**config.mk**
```make
export PLATFORM = sky130hd
export DESIGN_NAME = uart_rx_top
export DESIGN_NICKNAME = d
export VERILOG_FILES = /design/src/rtl/uart_rx_pkg.sv /design/src/rtl/rx_baud_gen.sv /design/src/rtl/rx_ctrl.sv /design/src/rtl/rx_datapath.sv /design/src/rtl/uart_rx_top.sv
export SDC_FILE = /design/constraint.sdc
export NUM_CORES = 1
export LEC_CHECK = 0
export BUFFER_PORTS_ARGS = -buffer_cell sky130_fd_sc_hd__buf_2
export CAP_MARGIN = 0
export CORE_ASPECT_RATIO = 1.2
export CORE_MARGIN = 2
export CORE_UTILIZATION = 62
export DETAILED_ROUTE_END_ITERATION = 10
export PLACE_DENSITY = 0.77
export SLEW_MARGIN = 10
export SYNTH_ARGS = -nofsm -noshare
export SYNTH_HDL_FRONTEND = slang
export SYNTH_HIERARCHICAL = 1
export SYNTH_SLANG_ARGS = --single-unit
```
**constraint.sdc**
```tcl
create_clock -name clk -period 3.58 [get_ports clk]
set_input_delay 0.716 -clock clk [delete_from_list [all_inputs] [get_ports clk]]
set_output_delay 0.716 -clock clk [all_outputs]
set_load 0.01 [all_outputs]
```
**src/rtl/uart_rx_pkg.sv**
```systemverilog
package uart_rx_pkg;

  localparam int ENTRY_W  = 12;
  localparam int FRM_BIT  = 8;
  localparam int PAR_BIT  = 9;
  localparam int OVR_BIT  = 10;
  localparam int BRK_BIT  = 11;

  // Strobes from the frame engine to the queue
  typedef struct packed {
    logic       push;
    logic [7:0] data;
    logic       frmErr;
    logic       parErr;
    logic       brk;
    logic       busy;
  } rxStrobe_t;

  typedef enum logic [2:0] {
    ST_IDLE,
    ST_START,
    ST_DATA,
    ST_PAR,
    ST_STOP1,
    ST_STOP2,
    ST_WAIT
  } rxState_t;

endpackage

```
**src/rtl/rx_baud_gen.sv**
```systemverilog
module rx_baud_gen #(
  parameter int DIV_W = 12
) (
  input  logic             clk,
  input  logic             rstN,
  input  logic [DIV_W-1:0] divisor,
  output logic             tick
);
  logic [DIV_W-1:0] divCnt;

  always_ff @(posedge clk or negedge rstN) begin
    if (!rstN) begin
      divCnt <= '0;
      tick   <= 1'b0;
    end else if (divCnt >= divisor) begin
      divCnt <= '0;
      tick   <= 1'b1;
    end else begin
      divCnt <= divCnt + 1'b1;
      tick   <= 1'b0;
    end
  end

endmodule

```
**src/rtl/rx_ctrl.sv**
```systemverilog
module rx_ctrl
  import uart_rx_pkg::*;
#(
  parameter int OVS = 16
) (
  input  logic      clk,
  input  logic      rstN,
  input  logic      tick,
  input  logic      serialIn,
  input  logic [1:0] wordLen,
  input  logic      parityEn,
  input  logic      parityEven,
  input  logic      twoStop,
  output rxStrobe_t strobe
);
  localparam int SCW = $clog2(OVS);
  localparam logic [SCW-1:0] MID_S  = SCW'(OVS / 2 - 1);
  localparam logic [SCW-1:0] LAST_S = SCW'(OVS - 1);

  rxState_t       state;
  logic [1:0]     syncQ;
  logic           rxIn;
  logic [SCW-1:0] sampleCnt;
  logic [2:0]     bitIdx;
  logic [7:0]     shiftReg;
  logic           parAcc;
  logic           allLow;
  logic           frmFlag;

  logic           pushQ, frmQ, parQ, brkQ;
  logic [7:0]     dataQ;

  logic           sampleNow, lastStop, finishNow, frameLow, frmNow, parErrNow;
  logic [2:0]     lastIdx;
  logic [7:0]     aligned;

  assign rxIn = syncQ[1];

  always_comb begin
    sampleNow = tick && (sampleCnt == LAST_S);
    lastStop  = (state == ST_STOP2) || (state == ST_STOP1 && !twoStop);
    finishNow = sampleNow && lastStop;
    frameLow  = allLow && !rxIn;
    frmNow    = !rxIn || (state == ST_STOP2 && frmFlag);
    parErrNow = parityEn && (parityEven ? parAcc : !parAcc);
    lastIdx   = 3'd4 + {1'b0, wordLen};
    aligned   = shiftReg >> (2'd3 - wordLen);
  end

  always_ff @(posedge clk or negedge rstN) begin
    if (!rstN) syncQ <= 2'b11;
    else       syncQ <= {syncQ[0], serialIn};
  end

  always_ff @(posedge clk or negedge rstN) begin
    if (!rstN) begin
      state     <= ST_IDLE;
      sampleCnt <= '0;
      bitIdx    <= '0;
      shiftReg  <= '0;
      parAcc    <= 1'b0;
      allLow    <= 1'b0;
      frmFlag   <= 1'b0;
    end else begin
      case (state)
        ST_IDLE: if (tick && !rxIn) begin
          state     <= ST_START;
          sampleCnt <= '0;
        end
        ST_START: if (tick) begin
          if (sampleCnt == MID_S) begin
            sampleCnt <= '0;
            if (rxIn) state <= ST_IDLE;
            else begin
              state    <= ST_DATA;
              bitIdx   <= '0;
              shiftReg <= '0;
              parAcc   <= 1'b0;
              allLow   <= 1'b1;
              frmFlag  <= 1'b0;
            end
          end else sampleCnt <= sampleCnt + 1'b1;
        end
        ST_WAIT: if (rxIn) state <= ST_IDLE;
        default: if (tick) begin
          if (sampleCnt != LAST_S) sampleCnt <= sampleCnt + 1'b1;
          else begin
            sampleCnt <= '0;
            allLow    <= allLow && !rxIn;
            case (state)
              ST_DATA: begin
                shiftReg <= {rxIn, shiftReg[7:1]};
                parAcc   <= parAcc ^ rxIn;
                if (bitIdx == lastIdx) state <= parityEn ? ST_PAR : ST_STOP1;
                else bitIdx <= bitIdx + 1'b1;
              end
              ST_PAR: begin
                parAcc <= parAcc ^ rxIn;
                state  <= ST_STOP1;
              end
              ST_STOP1: if (twoStop) begin
                frmFlag <= !rxIn;
                state   <= ST_STOP2;
              end else state <= rxIn ? ST_IDLE : ST_WAIT;
              default: state <= rxIn ? ST_IDLE : ST_WAIT;
            endcase
          end
        end
      endcase
    end
  end

  always_ff @(posedge clk or negedge rstN) begin
    if (!rstN) begin
      pushQ <= 1'b0;
      dataQ <= '0;
      frmQ  <= 1'b0;
      parQ  <= 1'b0;
      brkQ  <= 1'b0;
    end else begin
      pushQ <= finishNow;
      if (finishNow) begin
        brkQ  <= frameLow;
        dataQ <= frameLow ? 8'h00 : aligned;
        frmQ  <= frameLow ? 1'b0  : frmNow;
        parQ  <= frameLow ? 1'b0  : parErrNow;
      end
    end
  end

  always_comb begin
    strobe.push   = pushQ;
    strobe.data   = dataQ;
    strobe.frmErr = frmQ;
    strobe.parErr = parQ;
    strobe.brk    = brkQ;
    strobe.busy   = (state != ST_IDLE);
  end

  AST_FALSE_START: assert property (@(posedge clk) disable iff (!rstN)
    (state == ST_START && tick && sampleCnt == MID_S && rxIn) |=> (state == ST_IDLE && !pushQ));

  AST_PUSH_PULSE: assert property (@(posedge clk) disable iff (!rstN)
    pushQ |=> !pushQ);

endmodule

```
**src/rtl/rx_datapath.sv**
```systemverilog
module rx_datapath
  import uart_rx_pkg::*;
#(
  parameter int DEPTH     = 16,
  parameter int OVS       = 16,
  parameter int IDLE_BITS = 32
) (
  input  logic               clk,
  input  logic               rstN,
  input  logic               tick,
  input  rxStrobe_t          strobe,
  input  logic               fifoEn,
  input  logic               readStrobe,
  output logic [ENTRY_W-1:0] readWord,
  output logic               rxEmpty,
  output logic               rxIrq,
  output logic               rxTimeoutIrq
);
  localparam int AW       = (DEPTH > 1) ? $clog2(DEPTH) : 1;
  localparam int CW       = $clog2(DEPTH + 1);
  localparam int TO_LIMIT = IDLE_BITS * OVS;
  localparam int TW       = $clog2(TO_LIMIT + 1);

  logic [ENTRY_W-1:0] mem [DEPTH];
  logic [AW-1:0]      wrPtr, rdPtr;
  logic [CW-1:0]      count, capacity;
  logic               overrunPend;
  logic [TW-1:0]      toCnt;
  logic               popNow, roomNow, pushNow, lostNow;
  logic [ENTRY_W-1:0] entry;

  function automatic logic [AW-1:0] nextPtr(input logic [AW-1:0] p);
    return (p == AW'(DEPTH - 1)) ? '0 : p + 1'b1;
  endfunction

  always_comb begin
    capacity = fifoEn ? CW'(DEPTH) : CW'(1);
    popNow   = readStrobe && (count != '0);
    roomNow  = (count < capacity) || popNow;
    pushNow  = strobe.push && roomNow;
    lostNow  = strobe.push && !roomNow;
    entry    = {strobe.brk, overrunPend, strobe.parErr, strobe.frmErr, strobe.data};
  end

  always_ff @(posedge clk) begin
    if (pushNow) mem[wrPtr] <= entry;
  end

  always_ff @(posedge clk or negedge rstN) begin
    if (!rstN) begin
      wrPtr       <= '0;
      rdPtr       <= '0;
      count       <= '0;
      overrunPend <= 1'b0;
    end else begin
      if (pushNow) wrPtr <= nextPtr(wrPtr);
      if (popNow)  rdPtr <= nextPtr(rdPtr);
      case ({pushNow, popNow})
        2'b10:   count <= count + 1'b1;
        2'b01:   count <= count - 1'b1;
        default: count <= count;
      endcase
      if (lostNow)      overrunPend <= 1'b1;
      else if (pushNow) overrunPend <= 1'b0;
    end
  end

  always_ff @(posedge clk or negedge rstN) begin
    if (!rstN) toCnt <= '0;
    else if (strobe.push || popNow || strobe.busy || count == '0) toCnt <= '0;
    else if (tick && toCnt != TW'(TO_LIMIT)) toCnt <= toCnt + 1'b1;
  end

  assign readWord     = (count != '0) ? mem[rdPtr] : '0;
  assign rxEmpty      = (count == '0);
  assign rxIrq        = (count != '0);
  assign rxTimeoutIrq = (toCnt == TW'(TO_LIMIT));

  AST_COUNT_BOUND: assert property (@(posedge clk) disable iff (!rstN)
    count <= CW'(DEPTH));

  AST_LOST_NO_GROW: assert property (@(posedge clk) disable iff (!rstN)
    (strobe.push && !roomNow) |=> $stable(count));

  AST_TIMEOUT_HOLD: assert property (@(posedge clk) disable iff (!rstN)
    (rxTimeoutIrq && !readStrobe && !strobe.push && !strobe.busy) |=> rxTimeoutIrq);

endmodule

```
**src/rtl/uart_rx_top.sv**
```systemverilog
module uart_rx_top #(
  parameter int DIV_W     = 12,
  parameter int DEPTH     = 16,
  parameter int OVS       = 16,
  parameter int IDLE_BITS = 32
) (
  input  logic             clk,
  input  logic             rstN,
  input  logic             serialIn,
  input  logic [1:0]       wordLen,
  input  logic             parityEn,
  input  logic             parityEven,
  input  logic             twoStop,
  input  logic             fifoEn,
  input  logic [DIV_W-1:0] divisor,
  input  logic             readStrobe,
  output logic [11:0]      readWord,
  output logic             rxEmpty,
  output logic             rxIrq,
  output logic             rxTimeoutIrq
);
  import uart_rx_pkg::*;

  logic      tick;
  rxStrobe_t strobe;

  rx_baud_gen #(.DIV_W(DIV_W)) baud_i (
    .clk(clk), .rstN(rstN), .divisor(divisor), .tick(tick)
  );

  rx_ctrl #(.OVS(OVS)) ctrl_i (
    .clk(clk), .rstN(rstN), .tick(tick), .serialIn(serialIn),
    .wordLen(wordLen), .parityEn(parityEn), .parityEven(parityEven),
    .twoStop(twoStop), .strobe(strobe)
  );

  rx_datapath #(.DEPTH(DEPTH), .OVS(OVS), .IDLE_BITS(IDLE_BITS)) dp_i (
    .clk(clk), .rstN(rstN), .tick(tick), .strobe(strobe), .fifoEn(fifoEn),
    .readStrobe(readStrobe), .readWord(readWord), .rxEmpty(rxEmpty),
    .rxIrq(rxIrq), .rxTimeoutIrq(rxTimeoutIrq)
  );

  AST_EMPTY_QUIET: assert property (@(posedge clk) disable iff (!rstN)
    rxEmpty |-> (!rxIrq && !rxTimeoutIrq && readWord == 12'h000));

  AST_BREAK_WORD: assert property (@(posedge clk) disable iff (!rstN)
    readWord[11] |-> (readWord[9:0] == 10'h000));

endmodule

```
==> results of run 1 <==
==> final timing paths <==
path	startpoint	end	slack, ns	cells past startpoint
worst max-delay path	dp_i/count[3]	readWord[2]	0.26	5
worst min-delay path	serialIn	ctrl_i/syncQ[0]	0.28	1
worst max register to register	dp_i/count[3]	dp_i/count[4]	0.68	8
worst min register to register	ctrl_i/syncQ[0]	ctrl_i/syncQ[1]	0.36	0
max in group asynchronous	rstN	dp_i/rdPtr[0]	2.60	1
min in group asynchronous	rstN	ctrl_i/bitIdx[0]	0.32	1
==> logic make-up (layout without fill, tap and decap cells) <==
logic type | after synthesis | after routing | share of synthesized area, %
compound gates | 123 | 123 | 7.56
xor+xnor | 28 | 28 | 2.08
fa+ha+maj | 27 | 27 | 2.93
buf+inv | 69 | 136 | 2.56
flops | 264 | 264 | 64.3
mux | 86 | 86 | 12.8
simple gates | 171 | 171 | 7.79
==> cell type report <==
class / count / area [um^2]
well taps: 256 / 320
fillers: 1264 / 5520
clock buffers: 32 / 682
repair buffers: 62 / 403
flip-flops and latches: 264 / 7570
multi-input cells: 435 / 3930
inverters: 28 / 105
clock inverters: 14 / 190
==> flip-flops by register name, summed over array words and instances (netlist names), 2 cells and up <==
name and flops:
ctrl_i/shiftReg 8, ctrl_i/bitIdx 3, dp_i/rdPtr 4, dp_i/wrPtr 4, dp_i/count 5, ctrl_i/dataQ 8, dp_i/mem 192, ctrl_i/state 3
dp_i/toCnt 10, ctrl_i/syncQ 2, ctrl_i/sampleCnt 4, baud_i/divCnt 12
==> power by group through the flow <==
stage | clock [mW] | sequential, mW | combinational [mW]
6_report | 2.76 | 3.60 | 1.39
5_1_grt | 2.93 | 3.63 | 1.53
4_1_cts | 2.81 | 3.60 | 1.41
3_5_place_dp | 0 | 3.66 | 1.41
3_3_place_gp | 0 | 3.65 | 1.33
2_1_floorplan | 0 | 3.53 | 1.16
==> routing by layer <==
layer	global-route usage (%)	share of wire, %
met2	42.2	53
met4	6.14	2.2
met3	3.20	5.2
met5	0	0
met1	31.1	40
==> cells in the final DEF (no fill, tap or decap), drive strengths merged, types with 13 or more instances in the layout <==
cell type,count
a211oi,13
inv,30
o21ai,25
nand2,47
ha,26
nor2,39
buf,62
mux2i,27
xnor2,18
dfrtp,70
o22ai,13
mux4,51
clkbuf,32
nand3,16
edfxtp,192
a21oi,22
==> per-stage QoR <==
stage               setup WS [ns]  hold slack, ns  instances
finish                      0.256           0.285       1091
global route               0.0823           0.274       1091
detailed placement          0.709           0.350       1045
global placement            0.788           0.347       1045
CTS                         0.185           0.268       1091
floorplan                   0.599           0.345        768
==> critical path, cell delays in order, from the launching register on <==
cell	delay (ns)
dfrtp_1	0.41
nor4_1	0.51
nand2_1	0.24
nand2_1	0.50
o22ai_1	0.22
buf_2	0.19
==> out/results.ini, run 1 <==
[drt]
wire_per_inst_um=20.9
ant_nets=0
viasPerCell=6.07
dr.pass1.iters=5
drc=0
drt_iter0_markers=541
wl_um=22800
vias=6620

[place]
gp_congestion=0.839
postPlaceCellArea_um2=12300
io_buffers=36
dpl.hpwl_um=14800

[floorplan]
die_area_um2=20100
start_util_pct=62.9
die_w_um=130
io_pins=37
core-area_um2=18700
rows=55
die_y_um=155

[yosys]
synth_edf_count=192
ys_seq_area_share_pct=64.3
synth_area_um2=11800
synthCells=768
synthesis.nets=817
synth_commonest_cells=edfxtp_1, dfrtp_1, mux4_2
synth_top_area_share_pct=48.9
yosys_warnings=6
ys_top_cells_by_area=edfxtp_1, dfrtp_1, mux4_2
yosysMostFrequentCell=edfxtp_1
ys_async_sr_fraction_pct=27.3
synth-seq-cells=264
synth_ff_type=edfxtp_1
synth_top_area_cell=edfxtp_1
synth.distinct_cells=76
avgSynthCellArea_um2=15.3

[timing]
skew_ns=0.0284
hold_viol_final=0
finalCriticalPeriod_ns=3.32
fin_crit_sh_pct=92.8
setup_viol=0
relSlewSlack_pct=38.8
fin_setup_tns_ns=0
slew_viol_final=0
rsz0062_at_grt=false
tightestPinTransition_ns=0.918
fmax_mhz=301

[power_and_ir_drop]
ir_drop_v=0.000439
powerDensity_nw_per_um2=587
p_int_mw=5.63
combPwrFrac_pct=17.9
switchingPower_mw=2.13
switching_share_pct=27.4
seqPwrFrac_pct=46.4
p_clk_share_pct=35.6
p_leak_nw=5.33
total_power_mw=7.75

[worst_setup_path]
critPathMaxFanout=12
arrival_ns=2.61
end_kind=output pin
path_class=flip-flop to output pin
required_ns=2.86
startpoint_type=flip-flop

[run_status]
status=complete, no violations

[clocking]
cts_buffers=25
cts_resized=0
cts_tree=built
ctsHoldBuffers=0
path_clk_slew_ns=0.06
cts_root_buf=clkbuf_16
clock_latency_ns=0.53
clock_path_buffers=3
clock_sinks=264
cts_max_level=1
cts_setup_buffers=0

[grt]
grt_pass1_vias=6828
grt_max_degree=73
grt_antenna_before_repair=0
grt_pass1_wl_um=36800
grt_use_total_pct=23.8
overflow=0

[hold_path]
min_path_type=input pin to flip-flop

[cells_and_area]
fin_util_pct=70.5
nets=865
drive_gt1_share_pct=22.2
final_cell_area_um2=13200
syn_to_final_growth_pct=12.1
diodes=0

[flow_run]
maxCapViolations=0

(Power assumes the default switching activity.)
==> inputs of run 2 (changes only) <==
--- a/config.mk
+++ b/config.mk
@@ -12,6 +12,7 @@
 export CORE_UTILIZATION = 62
 export DETAILED_ROUTE_END_ITERATION = 10
 export PLACE_DENSITY = 0.77
+export REMOVE_ABC_BUFFERS = 1
 export SLEW_MARGIN = 10
 export SYNTH_ARGS = -nofsm -noshare
 export SYNTH_HDL_FRONTEND = slang
==> out/results.ini, run 2 (synthesis results as in run 1) <==
[timing]
slew_viol_final=0  ; unchanged
skew_ns=0.0112  ; -0.0172 ns
rsz0062_at_grt=false
layout_setup_ws_ns=0.222  ; -0.0341 ns
relSlewSlack_pct=38.4  ; -0.42 points
hold_viol_final=0  ; unchanged
tightestPinTransition_ns=0.924  ; +0.00634 ns
finalCriticalPeriod_ns=3.36  ; +0.0341 ns
fmax_mhz=298  ; -1.0%
fin_crit_sh_pct=93.8  ; +0.95 points
setup_viol=0  ; unchanged
hold_ws_ns=0.293  ; +0.00869 ns

[drt]
wl_um=24200  ; +6.0%
drt_iter0_markers=453  ; -16%
drc=0  ; unchanged
dr.pass1.iters=5  ; unchanged
wire_per_inst_um=22.1  ; +5.5%
vias=6833  ; +3.2%
ant_nets=0  ; unchanged
viasPerCell=6.23  ; +2.7%

[flow_run]
maxCapViolations=0  ; unchanged

[worst_setup_path]
crit_path_top_delay_cell=dfrtp_2
r2r_cells=8  ; unchanged
startpoint_type=flip-flop
critPathMaxFanout=20  ; +8
path_class=flip-flop to output pin
cpPeakStageDelay_ns=0.77  ; +0.26 ns
timing.rr.start=dp_i/count[3]
critPathLaunch=dp_i/rdPtr[0]
arrival_ns=2.64  ; +0.03 ns
rrSetupSlack_ns=0.71  ; +0.03 ns
crit_end=readWord[4]
regToRegEndpoint=dp_i/count[4]
end_kind=output pin
path_cells=buf_12 > mux4_2 > mux2i_1 > o22ai_1 > buf_2
required_ns=2.86  ; about the same

[place]
post-place-ws_ns=0.677  ; -0.0319 ns
io_buffers=36  ; unchanged
dpl.hpwl_um=15400  ; +4.4%
numPlacedInstances=1050  ; +0.48%
gp_congestion=0.797  ; -5.0%

[grt]
grt_pass1_vias=7147  ; +4.7%
overflow=0  ; unchanged
grt_pass1_wl_um=38400  ; +4.3%
grt_use_total_pct=25.1  ; +1.3 points
grt_max_degree=73  ; unchanged
grt_antenna_before_repair=0  ; unchanged

[floorplan]
die_area_um2=20100  ; unchanged
core-area_um2=18700  ; unchanged
rows=55  ; unchanged
die_w_um=130  ; unchanged
start_util_pct=62.9  ; unchanged
die_y_um=155  ; unchanged
io_pins=37  ; unchanged

[cells_and_area]
largest_reg_flops=192  ; unchanged
fillCellCount=1242  ; -1.7%
drive_gt1_share_pct=22.0  ; -0.13 points
syn_to_final_growth_pct=11.7
regMostFlops=dp_i/mem
layout_common_cells=edfxtp_1, dfrtp_1, mux4_2, nand2_1, nor2_1
fin_util_pct=70.3  ; -0.26 points
diodes=0  ; unchanged
nets=870  ; +0.58%
fin_cells=1096  ; +0.46%
final_common_cell=edfxtp_1
reg_top3=dp_i/mem x192, baud_i/divCnt x12, dp_i/toCnt x10

[hold_path]
min_path_type=input pin to flip-flop

[clocking]
cts_root_buf=clkbuf_16
clock_path_buffers=3  ; unchanged
cts_setup_buffers=0  ; unchanged
cts_max_level=1  ; unchanged
clock_sinks=264  ; unchanged
cts_buffers=25  ; unchanged
cts_tree=built
cts_resized=0  ; unchanged
ctsHoldBuffers=0  ; unchanged
path_clk_slew_ns=0.06  ; about the same
clock_latency_ns=0.52  ; about the same

[power_and_ir_drop]
p_leak_nw=5.30  ; -0.65%
ir_drop_v=0.000448  ; +2.0%
powerDensity_nw_per_um2=571  ; -2.8%
total_power_mw=7.51  ; -3.1%

[run_status]
status=complete, no violations

## run 2: changes by cell type in the layout (fill, tap and decap cells not counted), sizes merged
cell	change
inv	-1
clkinv	-2
clkbuf	+2
bufinv	-3
clkinvlp	+4
buf	+5
## run 2: final cells by class
type | instances | area [um^2] | share of cell area [%]
sequential | 264 | 7570 | 57.6
multi-input combinational | 435 | 3930 | 29.9
clock buffer | 34 | 679 | 5.17
timing repair buffer | 67 | 453 | 3.44
tap | 256 | 320 | 2.44
inverter | 28 | 105 | 0.799
clock inverter | 12 | 93.8 | 0.714
## run 2: where the power goes
part	leakage [nW]	switching (mW)	internal, mW
Clock	0.364	1.08	1.40
Sequential	3.18	0.277	3.36
Combinational	1.75	0.736	0.657
Total	5.30	2.09	5.42
## run 2: routing by layer
metal	vias to the layer above	share of wire, %	GRT usage (%)
met5	-	0	0
met1	3480	39	32.7
met3	44	6.0	3.71
met2	226	52	44.0
li1	3083	-	-
met4	0	2.4	7.22
## run 2: critical path: cells and delay by family, from the launching register on
family	cells	cell delay, ns
buffers and inverters	2	0.41
AOI/OAI and AO/OA	1	0.15
DFF	1	0.77
muxes	2	0.79
## run 2: through the flow
stage	cell area (um^2)	TNS [ns]
final	13200	0
after global routing	13200	0
after CTS	13200	0
after detailed placement	12400	0
after global placement	12400	0
after floorplan	11600	-1.21
## run 2: worst min path at each step
stage / start / endpoint / cells after the start
final: serialIn / ctrl_i/syncQ[0] / 1
after global routing: serialIn / ctrl_i/syncQ[0] / 1
after CTS: serialIn / ctrl_i/syncQ[0] / 1
after detailed placement: ctrl_i/syncQ[0] / ctrl_i/syncQ[1] / 0
after global placement: ctrl_i/syncQ[0] / ctrl_i/syncQ[1] / 0
after floorplan: ctrl_i/syncQ[0] / ctrl_i/syncQ[1] / 0
